--- config.mk ---
export PLATFORM = sky130hd
export DESIGN_NAME = sram_path
export DESIGN_NICKNAME = d
export VERILOG_FILES = /design/src/rtl/sram_path.sv
export SDC_FILE = /design/constraint.sdc
export NUM_CORES = 1
export LEC_CHECK = 0
export ABC_AREA = 1
export BUFFER_PORTS_ARGS = -buffer_cell sky130_fd_sc_hd__buf_2
export CAP_MARGIN = 20
export CORE_ASPECT_RATIO = 1.2
export CORE_UTILIZATION = 57
export DETAILED_ROUTE_END_ITERATION = 7
export PLACE_DENSITY_LB_ADDON = 0.1
export RECOVER_POWER = 50
export SLEW_MARGIN = 20
export SYNTH_ARGS = -nofsm -noshare
export SYNTH_HDL_FRONTEND = slang
export SYNTH_SLANG_ARGS = --single-unit
--- constraint.sdc ---
create_clock -name clk -period 1.93 [get_ports clk]
set_input_delay 0.193 -clock clk [delete_from_list [all_inputs] [get_ports clk]]
set_output_delay 0.193 -clock clk [all_outputs]
set_load 0.02 [all_outputs]
--- src/rtl/sram_path.sv ---
module sram_path #(
  parameter int LANES  = 2,
  parameter int LANE_W = 9,
  parameter int DEPTH  = 16,
  localparam int DW = LANES * LANE_W,
  localparam int AW = $clog2(DEPTH)
) (
  input  logic             clk,
  input  logic             rst_n,
  input  logic             reg_mode,
  input  logic             cs,
  input  logic [AW-1:0]    addr,
  input  logic             glob_wr,
  input  logic             byte_wr_en,
  input  logic [LANES-1:0] byte_sel,
  input  logic [DW-1:0]    wdata,
  input  logic             oe,
  input  logic             sleep,
  output logic             bus_drv,
  output logic [DW-1:0]    rdata
);

  logic [DW-1:0]    mem [DEPTH];
  logic [LANES-1:0] lane_we;
  logic             rd_cmd;
  logic             s1_rd, s2_rd;
  logic [AW-1:0]    s1_addr;
  logic [DW-1:0]    flow_q, s2_data;

  assign lane_we = glob_wr ? '1 : (byte_wr_en ? byte_sel : '0);
  assign rd_cmd  = cs & ~glob_wr & ~byte_wr_en;

  always_ff @(posedge clk) begin
    if (!sleep && cs) begin
      for (int i = 0; i < LANES; i++) begin
        if (lane_we[i]) mem[addr][i*LANE_W +: LANE_W] <= wdata[i*LANE_W +: LANE_W];
      end
    end
  end

  always_ff @(posedge clk or negedge rst_n) begin
    if (!rst_n) begin
      s1_rd <= 1'b0;
      s2_rd <= 1'b0;
    end else if (!sleep) begin
      s1_rd <= rd_cmd;
      s2_rd <= s1_rd;
    end
  end

  always_ff @(posedge clk) begin
    if (!sleep) begin
      s1_addr <= addr;
      s2_data <= flow_q;
    end
  end

  assign flow_q  = mem[s1_addr];
  assign bus_drv = oe & ~sleep & (reg_mode ? s2_rd : s1_rd);
  assign rdata   = bus_drv ? (reg_mode ? s2_data : flow_q) : '0;

endmodule

==> results.txt <==
----------------------------------------------------
[Status]
  Result of the run ... complete, but fails checks
  Failing checks ... negative setup slack

[Clocking]
  Number of clock sinks ... roughly 320
  CTS tree ... done
  Root Buffer Master ... clkbuf_16
  Clock latency reported for the late side of the worst-skew pair ... 550 ps
  Inserted Clock Buffers ... 30
  Maximum root-to-sink buffer count ... 3
  H-tree depth ... 1
  Clock slew at the register clock pins of the worst setup and hold paths ... about 60 ps

[STA]
  Hold slack ... 104 ps
  Least-Margin Pin Slew ... 1150 ps
  Fmax ... between 400 and 500 MHz
  Final setup violating endpoints ... 18
  Unrepaired setup endpoints after global routing ... true
  Relative max-transition margin ... 23.1%
  Worst clock skew ... 12.1 ps
  Number of hold violations in the final report ... 0
  Least setup slack across all paths after layout ... -381 ps
  Minimum clock period ... roughly 2300 ps
  Setup Total Neg Slack ... -6270 ps
  Number of max-slew violations in the final report ... 0
  Period Utilization, post-route ... 120%

[Min path]
  Worst Min Path Start ... sleep
  Cell depth of the worst min-delay path ... 3
  Classification of the worst-slack hold path ... primary input to register
  Hold Crit Endpoint ... s2_rd

[Yosys]
  Synthesized netlist cell count ... 1,334
  Synthesized cell area ... 13,600 µm²
  Mean area per synthesized cell ... 10.2 µm²
  Number of enable-type register cells in the synthesized netlist ... 310
  Number of synthesized register bits ... between 300 and 400
  Sequential area share after synthesis ... 69.2%
  Netlist cell types ... 20
  Async set or reset register ratio after synthesis ... 0.633%
  Post-Synthesis Net Count ... 1,366
  Prevailing post-synth register cell ... edfxtp_1
  Number of warning messages in the yosys log ... 0

[Layout]
  Most common library cell in the layout ignoring fill and taps ... nand2_1
  Fill cell instance count of the final layout ... 1,755
  Register area ... 9440 µm²
  Fraction of layout instances using a drive strength above 1 ... 13.4%
  Area growth syn-to-layout ... 18.8%
  Total non-filler cell area in the finished layout ... 16,200 µm²
  Inserted Diodes ... 0
  Leading cell types in the layout, fill and taps excluded ... 491 x nand2_1, 310 x edfxtp_1, 171 x inv_1, 154 x nand3_1, 76 x nor2_1
  Total area of multi-input combinational cells ... approximately 3400 µm²
  Net count of the finished layout ... about 1,500

[Floorplan]
  Die W ... 143 µm
  Height of the die ... ~170 µm
  Number of top-level pins ... 51
  Initial cell density of the core ... between 50% and 60%
  Std-Cell Rows ... 61
  Placeable Area ... 23,400 µm²
  Die outline area ... 24,500 µm²

[Detailed routing]
  Via total after detailed routing ... 9,334
  Number of nets with antenna violations after detailed routing ... 0
  Average via count per standard cell ... 5.24
  First-pass iteration count of the detailed router ... 5
  Routed WL ... ~32,000 µm
  Routed length per instance ... 17.9 µm
  DRC Markers ... 0
  Number of design-rule violations left by the first detailed-router iteration ... ~840

[Critical path]
  Kind of start point of the critical path ... register
  CP max stage cell ... dfxtp_4
  CP Data Arrival Time ... 2120 ps
  Register-to-Register Path Depth ... 9
  Required arrival time at the worst endpoint ... 1740 ps
  End of the worst register-to-register path ... s2_data[4]
  Worst-path cell chain ... clkinv_8 -> clkbuf_16 -> nand2_1 -> nand2_1 -> nand2_1 -> nand3_1 -> nand3_2 -> nand3_1 -> nand2_1 -> inv_1 -> buf_2
  Critical path capture point type ... primary output
  WS Path Type ... register to primary output
  Register-to-Register Setup Slack ... 330 ps
  Maximum cell stage delay along the critical path ... 460 ps
  Critical path's most frequent cell ... nand2_1
  Maximum fanout along the worst path ... 10

[GRT]
  Overall overflow remaining after global route ... 0
  Wire length of the first global-routing pass ... ~47,000 µm
  Number of antenna violations at the first check in global routing ... 0
  Maximum number of pins on one net before global-route repair ... 37
  Overall routing resource usage ... 26.0%
  Vias in the first global route ... 8,479

[Pwr]
  Maximum ir drop on the vdd rail ... 0.000707 V
  Pwr dens ... 919 nW/µm²
  Leakage power ... slightly below 7 nW

[Placement]
  Number of I/O port buffers ... 50
  Total placed instance area ... around 15,000 µm²
  Routability Congestion ... 0.805
  Minimum setup slack after placement ... 140 ps
  Detailed placer's ending HPWL ... 18,300 µm

[Flow run]
  Maximum capacitance violations ... 0

----------------------------------------------------
==> sequential cells by signal (all words and copies together), names as in the netlist, named ones only <==
signal and flops:
mem 288, s1_rd 1, s1_addr 4, s2_data 18, s2_rd 1
==> cell usage after synthesis (4+ instances only) <==
| cell | instances | area share (%) |
|---|---|---|
| dfxtp_1 | 4 | 0.59 |
| buf_6 | 8 | 0.66 |
| buf_2 | 32 | 1.2 |
| clkbuf_1 | 14 | 0.39 |
| nand2_1 | 494 | 14 |
| nand3_1 | 198 | 7.3 |
| o21ai_0 | 5 | 0.18 |
| nor2_1 | 76 | 2.1 |
| inv_1 | 172 | 4.7 |
| edfxtp_1 | 310 | 68 |
| buf_1 | 8 | 0.22 |
==> logic make-up (layout without fill, tap and decap cells) <==
family          Yosys count  after routing  synth area share [%]
compound gates            9              9                 0.358
buf+inv                 240            371                  7.41
simple gates            769            769                  23.0
flops                   316            316                  69.2
==> per-stage QoR <==
| step | total power [mW] | utilization (%) | cells |
|---|---|---|---|
| 6_report | 14.9 | 69.4 | 1780 |
| 5_1_grt | 15.4 | 69.4 | 1780 |
| 4_1_cts | 14.8 | 67.5 | 1765 |
| 3_5_place_dp | 9.19 | 62.3 | 1697 |
| 3_3_place_gp | 9.16 | 62.3 | 1697 |
| 2_1_floorplan | 8.69 | - | 1334 |
==> cell type report <==
type / instances / share of cell area, %
flip-flops and latches: 316 / 58.3
multi-input cells: 778 / 21.2
repair buffers: 139 / 8.22
clock buffers: 39 / 4.97
inverters: 176 / 4.16
well taps: 315 / 2.43
clock inverters: 16 / 0.726
repair inverters: 1 / 0.0540
==> repair_timing <==
| item | in CTS | in global routing |
|---|---|---|
| resized for setup | 27 | 48 |
| setup endpoints to repair | 18 | 19 |
| pin swaps | 2 | 6 |
| hold endpoints to repair | 10 | 0 |
| setup buffers | 2 | 5 |
| hold buffers | 9 | 0 |
| gates cloned | 2 | 10 |
==> power breakdown <==
group	internal (mW)	switching (mW)
Sequential	7.67	0.0418
Clock	3.18	2.38
Combinational	0.583	1.04
Total	11.4	3.46
==> how the worst max path moves through the flow <==
stage	to	cells past startpoint
after global routing	rdata[5]	11
after floorplan	mem[15][10]	6
after detailed placement	rdata[11]	11
after global placement	rdata[11]	11
final	rdata[5]	11
after CTS	rdata[5]	11
==> per-layer routing <==
| metal | GRT usage (%) | routed length, µm | part of all wire [%] | vias to the layer above |
|---|---|---|---|---|
| met5 | 0 | 0 | 0 | - |
| met4 | 6.50 | 537 | 1.7 | 0 |
| met3 | 2.92 | 2040 | 6.4 | 40 |
| met2 | 41.9 | 15000 | 47 | 302 |
| met1 | 38.1 | 14200 | 45 | 4440 |
| li1 | - | - | - | 4552 |
==> worst max-delay path, delay by kind of cell (launching register included) <==
| family | cells | cell delay, ps |
|---|---|---|
| buffers and inverters | 4 | 530 |
| and+or+nand+nor | 7 | 580 |
| DFF | 1 | 460 |
No activity file was read; power rests on OpenSTA's default activity.
